===== config.mk =====
export PLATFORM = sky130hd
export DESIGN_NAME = clkfan_cfg
export DESIGN_NICKNAME = d
export VERILOG_FILES = /design/src/rtl/clkfan_cfg_pkg.sv /design/src/rtl/cfg_line_sync.sv /design/src/rtl/cfg_block_rx.sv /design/src/rtl/cfg_enable_bank.sv /design/src/rtl/clk_gate_bank.sv /design/src/rtl/clkfan_cfg.sv
export SDC_FILE = /design/constraint.sdc
export NUM_CORES = 1
export LEC_CHECK = 0
export ABC_AREA = 1
export BUFFER_PORTS_ARGS = -buffer_cell sky130_fd_sc_hd__buf_4
export CORE_UTILIZATION = 55
export CTS_CLUSTER_SIZE = 25
export DETAILED_ROUTE_END_ITERATION = 12
export PLACE_DENSITY = 0.86
export SYNTH_ARGS = -nofsm -noshare
export SYNTH_HDL_FRONTEND = slang
export SYNTH_HIERARCHICAL = 1
export SYNTH_SLANG_ARGS = --single-unit

===== constraint.sdc =====
create_clock -name clk_i -period 4.95 [get_ports clk_i]
set_input_delay 0.495 -clock clk_i [delete_from_list [all_inputs] [get_ports clk_i]]
set_output_delay 0.495 -clock clk_i [all_outputs]
set_load 0.01 [all_outputs]

===== src/rtl/clkfan_cfg_pkg.sv =====
package clkfan_cfg_pkg;
  localparam int unsigned BYTE_W = 8;
  typedef enum logic [1:0] {
    RX_IDLE = 2'd0,
    RX_BITS = 2'd1,
    RX_ACK  = 2'd2
  } rx_state_e;
endpackage


===== src/rtl/cfg_line_sync.sv =====
module cfg_line_sync #(
  parameter int unsigned STAGES = 2
) (
  input  logic clk_i,
  input  logic rst_ni,
  input  logic scl_i,
  input  logic sda_i,
  output logic scl_rise_o,
  output logic scl_fall_o,
  output logic sda_o,
  output logic start_o,
  output logic stop_o
);
  logic [STAGES-1:0] scl_sh, sda_sh;
  logic scl_p, sda_p;

  always_ff @(posedge clk_i or negedge rst_ni) begin
    if (!rst_ni) begin
      scl_sh <= '1;
      sda_sh <= '1;
      scl_p  <= 1'b1;
      sda_p  <= 1'b1;
    end else begin
      scl_sh <= {scl_sh[STAGES-2:0], scl_i};
      sda_sh <= {sda_sh[STAGES-2:0], sda_i};
      scl_p  <= scl_sh[STAGES-1];
      sda_p  <= sda_sh[STAGES-1];
    end
  end

  logic scl_s, sda_s;
  assign scl_s      = scl_sh[STAGES-1];
  assign sda_s      = sda_sh[STAGES-1];
  assign scl_rise_o = scl_s & ~scl_p;
  assign scl_fall_o = ~scl_s & scl_p;
  assign sda_o      = sda_s;
  // data edges while clock stays high mark frame boundaries
  assign start_o    = scl_s & scl_p & sda_p & ~sda_s;
  assign stop_o     = scl_s & scl_p & ~sda_p & sda_s;
endmodule


===== src/rtl/cfg_block_rx.sv =====
module cfg_block_rx
  import clkfan_cfg_pkg::*;
#(
  parameter logic [6:0]  DEV_ADDR = 7'b1101001,
  parameter int unsigned NREG     = 3,
  localparam int unsigned IDXW    = $clog2(NREG + 4),
  localparam int unsigned SLOTW   = (NREG > 1) ? $clog2(NREG) : 1
) (
  input  logic              clk_i,
  input  logic              rst_ni,
  input  logic              pwrdn_i,
  input  logic              scl_rise_i,
  input  logic              scl_fall_i,
  input  logic              sda_i,
  input  logic              start_i,
  input  logic              stop_i,
  output logic              sda_pull_o,
  output logic              wr_en_o,
  output logic [SLOTW-1:0]  wr_idx_o,
  output logic [BYTE_W-1:0] wr_data_o
);
  localparam logic [IDXW-1:0] IDX_MAX   = IDXW'(NREG + 3);
  localparam logic [IDXW-1:0] IDX_DATA0 = IDXW'(3);

  rx_state_e         st_q;
  logic [3:0]        bit_cnt_q;
  logic [IDXW-1:0]   idx_q;
  logic [BYTE_W-1:0] sh_q;
  logic              pull_q;
  logic              wr_en_q;
  logic [SLOTW-1:0]  wr_idx_q;
  logic [BYTE_W-1:0] wr_data_q;
  logic [IDXW-1:0]   slot;

  assign slot = idx_q - IDX_DATA0;

  always_ff @(posedge clk_i or negedge rst_ni) begin
    if (!rst_ni) begin
      st_q      <= RX_IDLE;
      bit_cnt_q <= '0;
      idx_q     <= '0;
      sh_q      <= '0;
      pull_q    <= 1'b0;
      wr_en_q   <= 1'b0;
      wr_idx_q  <= '0;
      wr_data_q <= '0;
    end else begin
      wr_en_q <= 1'b0;
      if (pwrdn_i) begin
        st_q   <= RX_IDLE;
        pull_q <= 1'b0;
      end else if (start_i) begin
        st_q      <= RX_BITS;
        bit_cnt_q <= '0;
        idx_q     <= '0;
        pull_q    <= 1'b0;
      end else if (stop_i) begin
        st_q   <= RX_IDLE;
        pull_q <= 1'b0;
      end else begin
        unique case (st_q)
          RX_BITS: begin
            if (scl_rise_i && bit_cnt_q != 4'd8) begin
              sh_q      <= {sh_q[BYTE_W-2:0], sda_i};
              bit_cnt_q <= bit_cnt_q + 4'd1;
            end else if (scl_fall_i && bit_cnt_q == 4'd8) begin
              if (idx_q == '0 && sh_q != {DEV_ADDR, 1'b0}) begin
                st_q <= RX_IDLE;
              end else begin
                pull_q <= 1'b1;
                st_q   <= RX_ACK;
                if (idx_q >= IDX_DATA0 && slot < IDXW'(NREG)) begin
                  wr_en_q   <= 1'b1;
                  wr_idx_q  <= slot[SLOTW-1:0];
                  wr_data_q <= sh_q;
                end
              end
            end
          end
          RX_ACK: begin
            if (scl_fall_i) begin
              pull_q    <= 1'b0;
              bit_cnt_q <= '0;
              st_q      <= RX_BITS;
              if (idx_q != IDX_MAX) idx_q <= idx_q + IDXW'(1);
            end
          end
          default: ;
        endcase
      end
    end
  end

  assign sda_pull_o = pull_q;
  assign wr_en_o    = wr_en_q;
  assign wr_idx_o   = wr_idx_q;
  assign wr_data_o  = wr_data_q;

  p_ack_on_fall_r2: assert property (@(posedge clk_i) disable iff (!rst_ni)
    $rose(pull_q) |-> $past(scl_fall_i));
  p_stop_release_r5: assert property (@(posedge clk_i) disable iff (!rst_ni)
    stop_i |=> !pull_q);
  p_pwrdn_quiet_r11: assert property (@(posedge clk_i) disable iff (!rst_ni)
    pwrdn_i |=> (!pull_q && !wr_en_q));
endmodule


===== src/rtl/cfg_enable_bank.sv =====
module cfg_enable_bank
  import clkfan_cfg_pkg::*;
#(
  parameter int unsigned NUM_OUT = 18,
  localparam int unsigned NREG   = (NUM_OUT + BYTE_W - 1) / BYTE_W,
  localparam int unsigned SLOTW  = (NREG > 1) ? $clog2(NREG) : 1
) (
  input  logic               clk_i,
  input  logic               rst_ni,
  input  logic               wr_en_i,
  input  logic [SLOTW-1:0]   wr_idx_i,
  input  logic [BYTE_W-1:0]  wr_data_i,
  output logic [NUM_OUT-1:0] en_o
);
  logic [NUM_OUT-1:0] en_q;

  for (genvar i = 0; i < NUM_OUT; i++) begin : g_bit
    always_ff @(posedge clk_i or negedge rst_ni) begin
      if (!rst_ni) en_q[i] <= 1'b1;
      else if (wr_en_i && wr_idx_i == SLOTW'(i / BYTE_W))
        en_q[i] <= wr_data_i[i % BYTE_W];
    end
  end

  assign en_o = en_q;

  p_cfg_hold_r6: assert property (@(posedge clk_i) disable iff (!rst_ni)
    !wr_en_i |=> $stable(en_q));
endmodule


===== src/rtl/clk_gate_bank.sv =====
module clk_gate_bank #(
  parameter int unsigned NUM_OUT = 18
) (
  input  logic               clk_i,
  input  logic               rst_ni,
  input  logic               ref_clk_i,
  input  logic               oe_i,
  input  logic [NUM_OUT-1:0] en_i,
  output logic [NUM_OUT-1:0] clk_o,
  output logic [NUM_OUT-1:0] drv_en_o
);
  logic [NUM_OUT-1:0] act_q;

  // enables move only while the reference is low: no runt pulses
  always_ff @(posedge clk_i or negedge rst_ni) begin
    if (!rst_ni)         act_q <= '1;
    else if (!ref_clk_i) act_q <= en_i;
  end

  for (genvar i = 0; i < NUM_OUT; i++) begin : g_out
    assign clk_o[i]    = oe_i & act_q[i] & ref_clk_i;
    assign drv_en_o[i] = oe_i;
  end

  p_act_frozen_r10: assert property (@(posedge clk_i) disable iff (!rst_ni)
    ref_clk_i |=> $stable(act_q));
endmodule


===== src/rtl/clkfan_cfg.sv =====
module clkfan_cfg
  import clkfan_cfg_pkg::*;
#(
  parameter int unsigned NUM_OUT  = 18,
  parameter logic [6:0]  DEV_ADDR = 7'b1101001,
  parameter int unsigned SYNC_STG = 2
) (
  input  logic               clk_i,
  input  logic               rst_ni,
  input  logic               scl_i,
  input  logic               sda_i,
  output logic               sda_pull_o,
  input  logic               pwrdn_i,
  input  logic               oe_i,
  input  logic               ref_clk_i,
  output logic [NUM_OUT-1:0] clk_o,
  output logic [NUM_OUT-1:0] clk_drv_en_o
);
  localparam int unsigned NREG  = (NUM_OUT + BYTE_W - 1) / BYTE_W;
  localparam int unsigned SLOTW = (NREG > 1) ? $clog2(NREG) : 1;

  logic scl_rise, scl_fall, sda_s, start_p, stop_p;
  logic wr_en;
  logic [SLOTW-1:0]   wr_idx;
  logic [BYTE_W-1:0]  wr_data;
  logic [NUM_OUT-1:0] en;

  cfg_line_sync #(.STAGES(SYNC_STG)) u_sync (
    .clk_i(clk_i), .rst_ni(rst_ni), .scl_i(scl_i), .sda_i(sda_i),
    .scl_rise_o(scl_rise), .scl_fall_o(scl_fall), .sda_o(sda_s),
    .start_o(start_p), .stop_o(stop_p)
  );

  cfg_block_rx #(.DEV_ADDR(DEV_ADDR), .NREG(NREG)) u_rx (
    .clk_i(clk_i), .rst_ni(rst_ni), .pwrdn_i(pwrdn_i),
    .scl_rise_i(scl_rise), .scl_fall_i(scl_fall), .sda_i(sda_s),
    .start_i(start_p), .stop_i(stop_p), .sda_pull_o(sda_pull_o),
    .wr_en_o(wr_en), .wr_idx_o(wr_idx), .wr_data_o(wr_data)
  );

  cfg_enable_bank #(.NUM_OUT(NUM_OUT)) u_bank (
    .clk_i(clk_i), .rst_ni(rst_ni), .wr_en_i(wr_en), .wr_idx_i(wr_idx),
    .wr_data_i(wr_data), .en_o(en)
  );

  clk_gate_bank #(.NUM_OUT(NUM_OUT)) u_gate (
    .clk_i(clk_i), .rst_ni(rst_ni), .ref_clk_i(ref_clk_i), .oe_i(oe_i),
    .en_i(en), .clk_o(clk_o), .drv_en_o(clk_drv_en_o)
  );
endmodule


==> results of run 1 <==
synthesized netlist by cell type, types with 2 or more instances:
cell type  number
a21oi_1         6
buf_2           2
buf_4          20
buf_6           6
dfrtp_1        29
dfstp_2        42
ha_1            6
inv_1          26
inv_2           2
nand2_1       147
nand2_2         3
nand2_4         2
nand3_1        14
nand3_2         2
nand4_1        11
nor2_1         36
nor2_2          2
nor2_4          4
o21ai_0         4
o21ai_1         7
o21ai_2         9
o31ai_1         2
layout make-up:
type	instances	share of cell area, %
Clock buffer	9	3.23
Clock inverter	7	2.48
Inverter	31	3.36
Multi-Input combinational cell	260	32.4
Sequential cell	71	47.7
Tap cell	75	2.44
Timing Repair Buffer	43	8.41
cells by family after synthesis:
kind of cell | synth area share (%)
adder cells (fa/ha/maj) | 2.18
XOR/XNOR | 0.254
AND/OR/NAND/NOR | 28.3
AO/OA/AOI/OAI | 5.45
flip-flops | 53.1
buffers and inverters | 10.8
power by group through the flow:
stage / clock (mW) / sequential (mW) / combinational [mW]
2_1_floorplan: 0 / 0.656 / 0.161
3_3_place_gp: 0 / 0.661 / 0.199
3_5_place_dp: 0 / 0.664 / 0.214
4_1_cts: 0.517 / 0.654 / 0.215
5_1_grt: 0.541 / 0.660 / 0.247
6_report: 0.503 / 0.655 / 0.212
layout by cell type (no fill, tap or decap), drive strengths merged, types with 6 or more instances in the layout:
| master | Yosys | routed |
|---|---|---|
| nor2 | 42 | 42 |
| ha | 6 | 6 |
| nand3 | 17 | 17 |
| dfstp | 42 | 42 |
| a21oi | 7 | 7 |
| nand2 | 152 | 152 |
| clkbuf | 0 | 9 |
| nand4 | 11 | 11 |
| inv | 30 | 32 |
| buf | 29 | 43 |
| o21ai | 20 | 20 |
| dfrtp | 29 | 29 |
state kept, by name (all words and copies together), names as in the netlist:
| signal | cells |
|---|---|
| u_bank/en_o | 18 |
| u_gate/act_q | 18 |
| u_rx/bit_cnt_q | 4 |
| u_rx/idx_q | 3 |
| u_rx/sda_pull_o | 1 |
| u_rx/sh_q | 8 |
| u_rx/st_q | 2 |
| u_rx/wr_data_o | 8 |
| u_rx/wr_en_o | 1 |
| u_rx/wr_idx_o | 2 |
| u_sync/scl_p | 1 |
| u_sync/scl_sh | 2 |
| u_sync/sda_p | 1 |
| u_sync/sda_sh | 2 |
layer usage:
metal | up-vias | wire length [um] | share of wire (%) | global-route usage, %
met5 | - | 0 | 0 | 0
met4 | 0 | 126 | 2.1 | 12.0
met3 | 11 | 238 | 4.0 | 3.71
met2 | 60 | 2970 | 50 | 34.9
met1 | 1175 | 2640 | 44 | 24.8
li1 | 1261 | - | - | -
worst max-delay path, cell delays in order, from the launching register on:
cell,delay [ns]
dfstp_2,0.56
nand2_1,0.07
nor2_1,0.49
nor2_4,0.10
nand2_4,0.11
inv_2,0.04
nand2_2,0.06
nor2_4,0.04
nand3_2,0.37
nand2_1,0.14
o21ai_2,0.08
worst min path at each step:
stage | slack [ns] | from | cells after the start | endpoint
after global routing | 0.24 | sda_i | 1 | u_sync/sda_sh[0]
after global placement | 0.35 | u_sync/sda_sh[0] | 0 | u_sync/sda_sh[1]
after CTS | 0.24 | scl_i | 1 | u_sync/scl_sh[0]
after floorplan | 0.20 | rst_ni | 0 | u_rx/bit_cnt_q[0]
after detailed placement | 0.35 | u_sync/sda_sh[0] | 0 | u_sync/sda_sh[1]
final | 0.25 | sda_i | 1 | u_sync/sda_sh[0]
==> key figures, run 1 <==
Critical path
  • CP Launch Point: u_sync/scl_sh[1]
  • Critical Path Start Type: register
  • Worst setup endpoint: u_rx/wr_data_o[0]
  • Crit Path Class: register to register
  • R2R Path Start: u_sync/scl_sh[1]
  • R2R setup slack: 2.82 ns
  • End of the worst register-to-register path: u_rx/wr_data_o[0]
  • Critical path endpoint category: register
  • Critical Path RT: 5.21 ns
  • Worst-path maximum fanout: 20
  • R2R depth: 10
  • WP data arrival: 2.39 ns

Yosys
  • Yosys cell types: 31
  • Async SR Flop Fraction: 100%
  • Avg Cell Area, Syn: 8.81 um^2
  • Sequential fraction of the synthesis area: 53.1%
  • Largest area contributor in the netlist: dfstp_2
  • Mapped Area: 3450 um^2
  • Prevailing post-synth register cell: dfstp_2
  • EDFF count, synth: 0
  • Yosys Warn Count: 6
  • Seq cells post-synth: 71
  • Synth top area share: 32.0%
  • Synthesized net count: 404
  • Synth Instances: 391
  • Synth area leaders: dfstp_2 32%, dfrtp_1 21%, nand2_1 16%

Timing
  • Fin worst setup slack: 2.82 ns
  • Clock skew: 0.00884 ns
  • Final Hold Vio Count: 0
  • Fin crit share: 43.0%
  • Worst Max-Slew Pin Slew: 0.833 ns
  • Final min period: 2.13 ns
  • Setup_tns: 0 ns
  • WHS: 0.254 ns
  • RSZ-0062 raised after global routing: false
  • Max Slew Vio Count: 0
  • Slew Limit Headroom: 44.5%
  • Final setup fails: 0
  • Achievable Freq: 470 MHz

Die
  • Initial Util: 57.5%
  • # IOs: 44
  • Die area: 6590 um^2
  • Die width: 81.2 um
  • Die height: 81.2 um
  • Core ar.: 5990 um^2
  • Cell Rows: 28

Clock tree
  • Clock transition at path regs: 0.07 ns
  • Root Driver: clkbuf_8
  • Skew-Pair Late Insertion Delay: 0.35 ns
  • Setup bufs post-CTS: 0
  • H-Tree Depth: 3
  • CTS Buf Count: 9
  • # hold bufs at CTS: 0
  • CTS tree: yes
  • # clock sinks: 71
  • Clock Tree Buf Depth: 2
  • Post-CTS resize count: 0

Finish
  • Antenna Cells: 0
  • Share of layout cells above drive strength 1: 30.9%
  • Fin area: 3840 um^2
  • P&R area growth vs syn: 11.4%
  • Post-Layout Cell Count: 496
  • Multi-input gate area: 1240 um^2
  • Nets: 429
  • FF/Latch Area: 1830 um^2
  • Util after Layout: 64.1%
  • Filler Cell Count: 482

Hold path
  • Hold Path Class: input pin to register

Global routing
  • Vias in the first global route: 2279
  • Total GRT Usage: 20.7%
  • Global-route wire length before repair: 10.1 mm
  • Pin count of the biggest net entering global routing: 72
  • GRT overflow: 0
  • Antenna violations before repair: 0

Power and ir drop
  • Peak VDD IR: 0.238 mV
  • Design Power: 1.37 mW
  • Clock power share: 36.7%
  • Pint: 0.979 mW
  • LEAKAGE: 1.89 nW
  • Sequential power share: 47.8%
  • Net Switching: 0.391 mW
  • Combinational power share: 15.5%
  • Switching Share: 28.5%
  • Cell Pwr Density: 357 nW/um^2

Detailed routing
  • Final WL: 5.98 mm
  • Drt first-iter violations: 131
  • Antenna-violating nets left: 0
  • Residual DRC count: 0
  • DRT Pass-1 Iters: 4
  • Routed len/inst: 12.0 um
  • Vias per inst: 5.05
  • Vias: 2507

Place
  • Final GP Congestion: 0.797
  • Post-DP HPWL: 4.30 mm
  • Post-Place Cells: 480
  • Port bufs: 43
  • Area after DPL: 3620 um^2
  • Pre-CTS WS: 2.83 ns

Job
  • Maxcap violations: 0

Status
  • Outcome: finished, final reports clean
Note: power is estimated with default switching activity, not from simulation.
==> run 2, diff against run 1 <==
Clock period 4.95 ns to 2 ns, I/O delays scaled along.
==> run 2 against run 1 <==
Effect of this change:
- critical endpoint is now u_rx/wr_idx_o[0]
- largest cell class unchanged
- critical path depth is 1 lower
- die area did not move
- first-iteration DRC count increased by 0.76%
- total power is 140% higher
- wire length rose by 3.0%
- count of clock-buffer cells in the layout increased by 3
- non-clock buffer count rose by 5
==> key figures, run 2 (synthesis results as in run 1) <==
Die
  • # IOs: 44 (unchanged)
  • Die height: 81.2 um (unchanged)
  • Die area: 6590 um^2 (unchanged)
  • Core ar.: 5990 um^2 (unchanged)
  • Initial Util: 57.5% (unchanged)
  • Die width: 81.2 um (unchanged)
  • Cell Rows: 28 (unchanged)

Critical path
  • Crit Path Class: register to register (unchanged)
  • Critical Path Start Type: register (unchanged)
  • R2R setup slack: 0.24 ns (was 2.82 ns)
  • Critical Path RT: 2.24 ns (was 5.21 ns)
  • Worst-path cell chain: ha_1, ha_1, a21oi_1, nand2_1, nor2_1, nand3_2, buf_12, nand2_1, o21ai_2 (was nand2_1, nor2_1, nor2_4, nand2_4, inv_2, nand2_2, nor2_4, nand3_2, nand2_1, o21ai_2)
  • WP data arrival: 1.99 ns (was 2.39 ns)
  • Buffers plus inverters on the worst setup path: 1 (unchanged)
  • Crit path max-delay family: adder cells (was simple AND/OR/NAND/NOR gates)
  • Critical-path top delay cell: dfrtp_1 (was dfstp_2)
  • Worst-path maximum fanout: 20 (unchanged)
  • Slowest cell delay on critical path: 0.43 ns (was 0.56 ns)
  • Critical path endpoint category: register (unchanged)

Timing
  • Achievable Freq: 568 MHz (was 470 MHz)
  • Worst Max-Slew Pin Slew: 0.826 ns (was 0.833 ns)
  • Slew Limit Headroom: 44.9% (was 44.5%)
  • Final Hold Vio Count: 0 (unchanged)
  • Max Slew Vio Count: 0 (unchanged)
  • Final setup fails: 0 (unchanged)
  • Fin worst setup slack: 0.241 ns (was 2.82 ns)
  • WHS: 0.184 ns (was 0.254 ns)
  • Final min period: 1.76 ns (was 2.13 ns)
  • Setup_tns: 0 ns (unchanged)
  • RSZ-0062 raised after global routing: false (unchanged)
  • Fin crit share: 88.0% (was 43.0%)
  • Clock skew: 0.0127 ns (was 0.00884 ns)

Finish
  • Leading cell type in the layout, fill and taps excluded: nand2_1 (unchanged)
  • P&R area growth vs syn: 12.5% (was 11.4%)
  • Nets: 434 (was 429)
  • Commonest non-fill, non-tap cells in the layout: 147 x nand2_1, 44 x buf_4, 42 x dfstp_2, 35 x nor2_1, 29 x dfrtp_1 (was 147 x nand2_1, 43 x buf_4, 42 x dfstp_2, 36 x nor2_1, 29 x dfrtp_1)
  • Antenna Cells: 0 (unchanged)
  • Share of layout cells above drive strength 1: 31.0% (was 30.9%)
  • Filler Cell Count: 487 (was 482)

Hold path
  • Hold Path Class: input pin to register (unchanged)

Detailed routing
  • Vias: 2559 (was 2507)
  • Final WL: 6.16 mm (was 5.98 mm)
  • Vias per inst: 5.11 (was 5.05)
  • Routed len/inst: 12.3 um (was 12.0 um)
  • DRT Pass-1 Iters: 5 (was 4)
  • Residual DRC count: 0 (unchanged)
  • Drt first-iter violations: 132 (was 131)
  • Antenna-violating nets left: 0 (unchanged)

Clock tree
  • Root Driver: clkbuf_8 (unchanged)
  • # clock sinks: 71 (unchanged)
  • CTS Buf Count: 9 (unchanged)
  • H-Tree Depth: 3 (unchanged)
  • Setup bufs post-CTS: 0 (unchanged)
  • Clock Tree Buf Depth: 2 (unchanged)
  • Clock transition at path regs: 0.08 ns (was 0.07 ns)
  • Skew-Pair Late Insertion Delay: 0.35 ns (about the same)
  • CTS tree: yes (unchanged)

Job
  • Maxcap violations: 0 (unchanged)

Power and ir drop
  • Peak VDD IR: 0.659 mV (was 0.238 mV)
  • Cell Pwr Density: 839 nW/um^2 (was 357 nW/um^2)
  • LEAKAGE: 1.90 nW (was 1.89 nW)

Place
  • Port bufs: 43 (unchanged)
  • Pre-CTS WS: 0.190 ns (was 2.83 ns)
  • Final GP Congestion: 0.807 (was 0.797)
  • Post-DP HPWL: 4.34 mm (was 4.30 mm)

Global routing
  • Vias in the first global route: 2458 (was 2279)
  • Global-route wire length before repair: 10.5 mm (was 10.1 mm)
  • Antenna violations before repair: 0 (unchanged)
  • GRT overflow: 0 (unchanged)
  • Pin count of the biggest net entering global routing: 72 (unchanged)
  • Total GRT Usage: 21.6% (was 20.7%)

Status
  • Outcome: finished, final reports clean (unchanged)
-- run 2: layer usage --
metal	routed length [um]	track usage (%)	vias up
met2	3020	37.3	81
li1	-	-	1269
met3	289	4.38	16
met1	2660	24.5	1193
met5	0	0	-
met4	185	13.6	0
-- run 2: cell type report --
type | count | area, um^2 | share of cell area (%)
sequential | 71 | 1830 | 47.2
clock buffer | 12 | 166 | 4.29
inverter | 31 | 129 | 3.33
multi-input combinational | 260 | 1250 | 32.2
tap | 75 | 93.8 | 2.42
timing repair buffer | 48 | 380 | 9.82
clock inverter | 4 | 28.8 | 0.743
-- run 2: worst paths after layout --
kind / endpoint / cells past startpoint / start
setup / recovery: u_rx/wr_idx_o[0] / 9 / u_rx/idx_q[0]
hold / removal: u_gate/act_q[11] / 3 / ref_clk_i
setup reg to reg: u_rx/wr_idx_o[0] / 9 / u_rx/idx_q[0]
hold reg to reg: u_sync/sda_sh[1] / 0 / u_sync/sda_sh[0]
max in group asynchronous: u_rx/bit_cnt_q[0] / 2 / rst_ni
min in group asynchronous: u_rx/wr_data_o[7] / 2 / rst_ni
-- run 2: report_power, final --
group | switching, mW | internal (mW)
combinational | 0.343 | 0.189
sequential | 0.0869 | 1.53
clock | 0.539 | 0.560
total | 0.968 | 2.28
-- run 2: worst min-delay path, stage by stage --
cell	delay, ns
buf_4	0.18
nand2_1	0.10
nand2_1	0.05
-- run 2: per-stage QoR --
step | power, mW | area (um^2) | std cells | util, %
floorplan | 2.02 | 3450 | 391 | -
global placement | 2.12 | 3650 | 482 | 60.9
detailed placement | 2.17 | 3650 | 482 | 60.9
CTS | 3.28 | 3870 | 501 | 64.6
global route | 3.42 | 3870 | 501 | 64.7
finish | 3.25 | 3870 | 501 | 64.7
-- run 2: timing repair --
item,in CTS,in global routing
setup endpoints to repair,0,2
endpoints found under the hold margin,31,0
hold buffers,3,0
gates resized for setup,0,1
==> run 3, diff against run 2 <==
Settings changed: CORE_UTILIZATION 55 to 57, PLACE_DENSITY 0.86 to 0.89.
==> run 3 against run 2 <==
Effect of this change:
- fmax down 2.8%
- die area down 3.4%
- utilization up 5.3 points
- sequential share of layout area down 1.2 points
- global-route usage up 1.9 points
- critical path type unchanged
- non-clock buffer count up 2
- wire length up 5.0%
- worst hold slack better by 0.012 ns
==> key figures, run 3 (synthesis results as in run 1) <==
Die
  • Initial Util: 60.7% (was 57.5%)
  • Cell Rows: 27 (was 28)
  • # IOs: 44 (unchanged)
  • Die width: 79.8 um (was 81.2 um)
  • Die area: 6360 um^2 (was 6590 um^2)
  • Die height: 79.8 um (was 81.2 um)
  • Core ar.: 5680 um^2 (was 5990 um^2)

Finish
  • Commonest non-fill, non-tap cells in the layout: 147 x nand2_1, 46 x buf_4, 42 x dfstp_2, 35 x nor2_1, 29 x dfrtp_1 (was 147 x nand2_1, 44 x buf_4, 42 x dfstp_2, 35 x nor2_1, 29 x dfrtp_1)
  • Post-Layout Cell Count: 500 (was 501)
  • Antenna Cells: 0 (unchanged)
  • Nets: 436 (was 434)
  • Leading cell type in the layout, fill and taps excluded: nand2_1 (unchanged)
  • P&R area growth vs syn: 15.3% (was 12.5%)
  • Filler Cell Count: 411 (was 487)
  • Share of layout cells above drive strength 1: 31.5% (was 31.0%)
  • Util after Layout: 70.0% (was 64.7%)

Clock tree
  • Clock Tree Buf Depth: 2 (unchanged)
  • Setup bufs post-CTS: 0 (unchanged)
  • CTS Buf Count: 9 (unchanged)
  • Clock transition at path regs: 0.07 ns (was 0.08 ns)
  • H-Tree Depth: 3 (unchanged)
  • # clock sinks: 71 (unchanged)
  • CTS tree: yes (unchanged)
  • Skew-Pair Late Insertion Delay: 0.34 ns (was 0.35 ns)
  • Root Driver: clkbuf_8 (unchanged)

Timing
  • Max Slew Vio Count: 0 (unchanged)
  • Final min period: 1.81 ns (was 1.76 ns)
  • Fin crit share: 90.5% (was 88.0%)
  • Final setup fails: 0 (unchanged)
  • Slew Limit Headroom: 54.4% (was 44.9%)
  • Clock skew: 0.00702 ns (was 0.0127 ns)
  • Final Hold Vio Count: 0 (unchanged)
  • Fin worst setup slack: 0.189 ns (was 0.241 ns)
  • Setup_tns: 0 ns (unchanged)
  • RSZ-0062 raised after global routing: false (unchanged)
  • Worst Max-Slew Pin Slew: 0.685 ns (was 0.826 ns)
  • Achievable Freq: 552 MHz (was 568 MHz)

Critical path
  • Crit Path Class: register to register (unchanged)
  • Worst setup endpoint: u_rx/idx_q[0] (was u_rx/wr_idx_o[0])
  • Critical Path Start Type: register (unchanged)
  • Worst-path maximum fanout: 6 (was 20)
  • R2R depth: 9 (unchanged)
  • R2R Path Start: u_sync/scl_sh[1] (was u_rx/idx_q[0])
  • Critical Path RT: 2.23 ns (was 2.24 ns)
  • WP data arrival: 2.04 ns (was 1.99 ns)
  • End of the worst register-to-register path: u_rx/idx_q[0] (was u_rx/wr_idx_o[0])
  • CP Launch Point: u_sync/scl_sh[1] (was u_rx/idx_q[0])
  • Critical path endpoint category: register (unchanged)
  • R2R setup slack: 0.19 ns (was 0.24 ns)

Detailed routing
  • Residual DRC count: 0 (unchanged)
  • Routed len/inst: 12.9 um (was 12.3 um)
  • DRT Pass-1 Iters: 4 (was 5)
  • Antenna-violating nets left: 0 (unchanged)
  • Vias per inst: 5.20 (was 5.11)
  • Final WL: 6.46 mm (was 6.16 mm)
  • Drt first-iter violations: 196 (was 132)
  • Vias: 2601 (was 2559)

Global routing
  • Vias in the first global route: 2459 (was 2458)
  • Pin count of the biggest net entering global routing: 48 (was 72)
  • Antenna violations before repair: 0 (unchanged)
  • Global-route wire length before repair: 11.1 mm (was 10.5 mm)
  • GRT overflow: 0 (unchanged)
  • Total GRT Usage: 23.6% (was 21.6%)

Power and ir drop
  • Cell Pwr Density: 932 nW/um^2 (was 839 nW/um^2)
  • Peak VDD IR: 0.680 mV (was 0.659 mV)
  • LEAKAGE: 1.96 nW (was 1.90 nW)

Place
  • Post-Place Cells: 481 (was 482)
  • Post-DP HPWL: 4.40 mm (was 4.34 mm)
  • Final GP Congestion: 0.825 (was 0.807)
  • Pre-CTS WS: 0.134 ns (was 0.190 ns)
  • Port bufs: 43 (unchanged)

Job
  • Maxcap violations: 0 (unchanged)

Status
  • Outcome: finished, final reports clean (unchanged)

Hold path
  • Hold Path Class: input pin to register (unchanged)
## run 3: changes by cell type in the layout (fill, tap and decap cells not counted), sizes merged
cell and change:
buf +2, bufinv +3, clkinv -1, clkinvlp -2
## run 3: metal layers
metal,track usage (%),routed length (um),up-vias
li1,-,-,1277
met1,25.9,2660,1242
met2,42.1,3360,70
met3,6.74,319,12
met4,10.4,120,0
met5,0,0,-
## run 3: timing repair
item / CTS / global route
hold buffers: 3 / 0
endpoints found under the hold margin: 30 / 0
setup endpoints to repair: 0 / 6
resized for setup: 0 / 1
## run 3: per-stage QoR
step	cell area, um^2	hold slack [ns]	total power, mW
floorplan	3450	-0.0956	2.02
global placement	3660	0.228	2.14
detailed placement	3660	0.236	2.18
CTS	3970	0.177	3.73
global route	3970	0.194	3.90
finish	3970	0.196	3.70
## run 3: final cells by class
| type | count | area [um^2] | share of cell area (%) |
|---|---|---|---|
| clock buffers | 12 | 188 | 4.72 |
| clock inverters | 4 | 95.1 | 2.39 |
| inverters | 31 | 129 | 3.24 |
| multi-input cells | 260 | 1250 | 31.4 |
| flip-flops and latches | 71 | 1830 | 46.0 |
| well taps | 72 | 90.1 | 2.27 |
| repair buffers | 50 | 395 | 9.95 |
## run 3: worst min-delay path by stage
stage / from / endpoint / slack (ns) / cells past startpoint
final: ref_clk_i / u_gate/act_q[4] / 0.20 / 3
after floorplan: rst_ni / u_rx/bit_cnt_q[0] / -0.1 / 0
after global routing: ref_clk_i / u_gate/act_q[12] / 0.19 / 3
after global placement: rst_ni / u_rx/wr_data_o[2] / 0.23 / 1
after detailed placement: rst_ni / u_rx/wr_data_o[1] / 0.24 / 1
after CTS: ref_clk_i / u_gate/act_q[4] / 0.18 / 3
## run 3: power by group
part | switching (mW) | total (mW) | internal [mW]
Sequential | 0.0875 | 1.62 | 1.53
Clock | 0.520 | 1.53 | 1.01
Combinational | 0.358 | 0.549 | 0.191
## run 3: critical path, stage by stage (launching register included)
cell	delay, ns
dfstp_2	0.56
nand2_1	0.08
nor2_2	0.27
inv_1	0.13
nand2_1	0.07
nand2_1	0.06
nor2_1	0.14
nand2_1	0.15
a21oi_1	0.18
a21oi_1	0.06
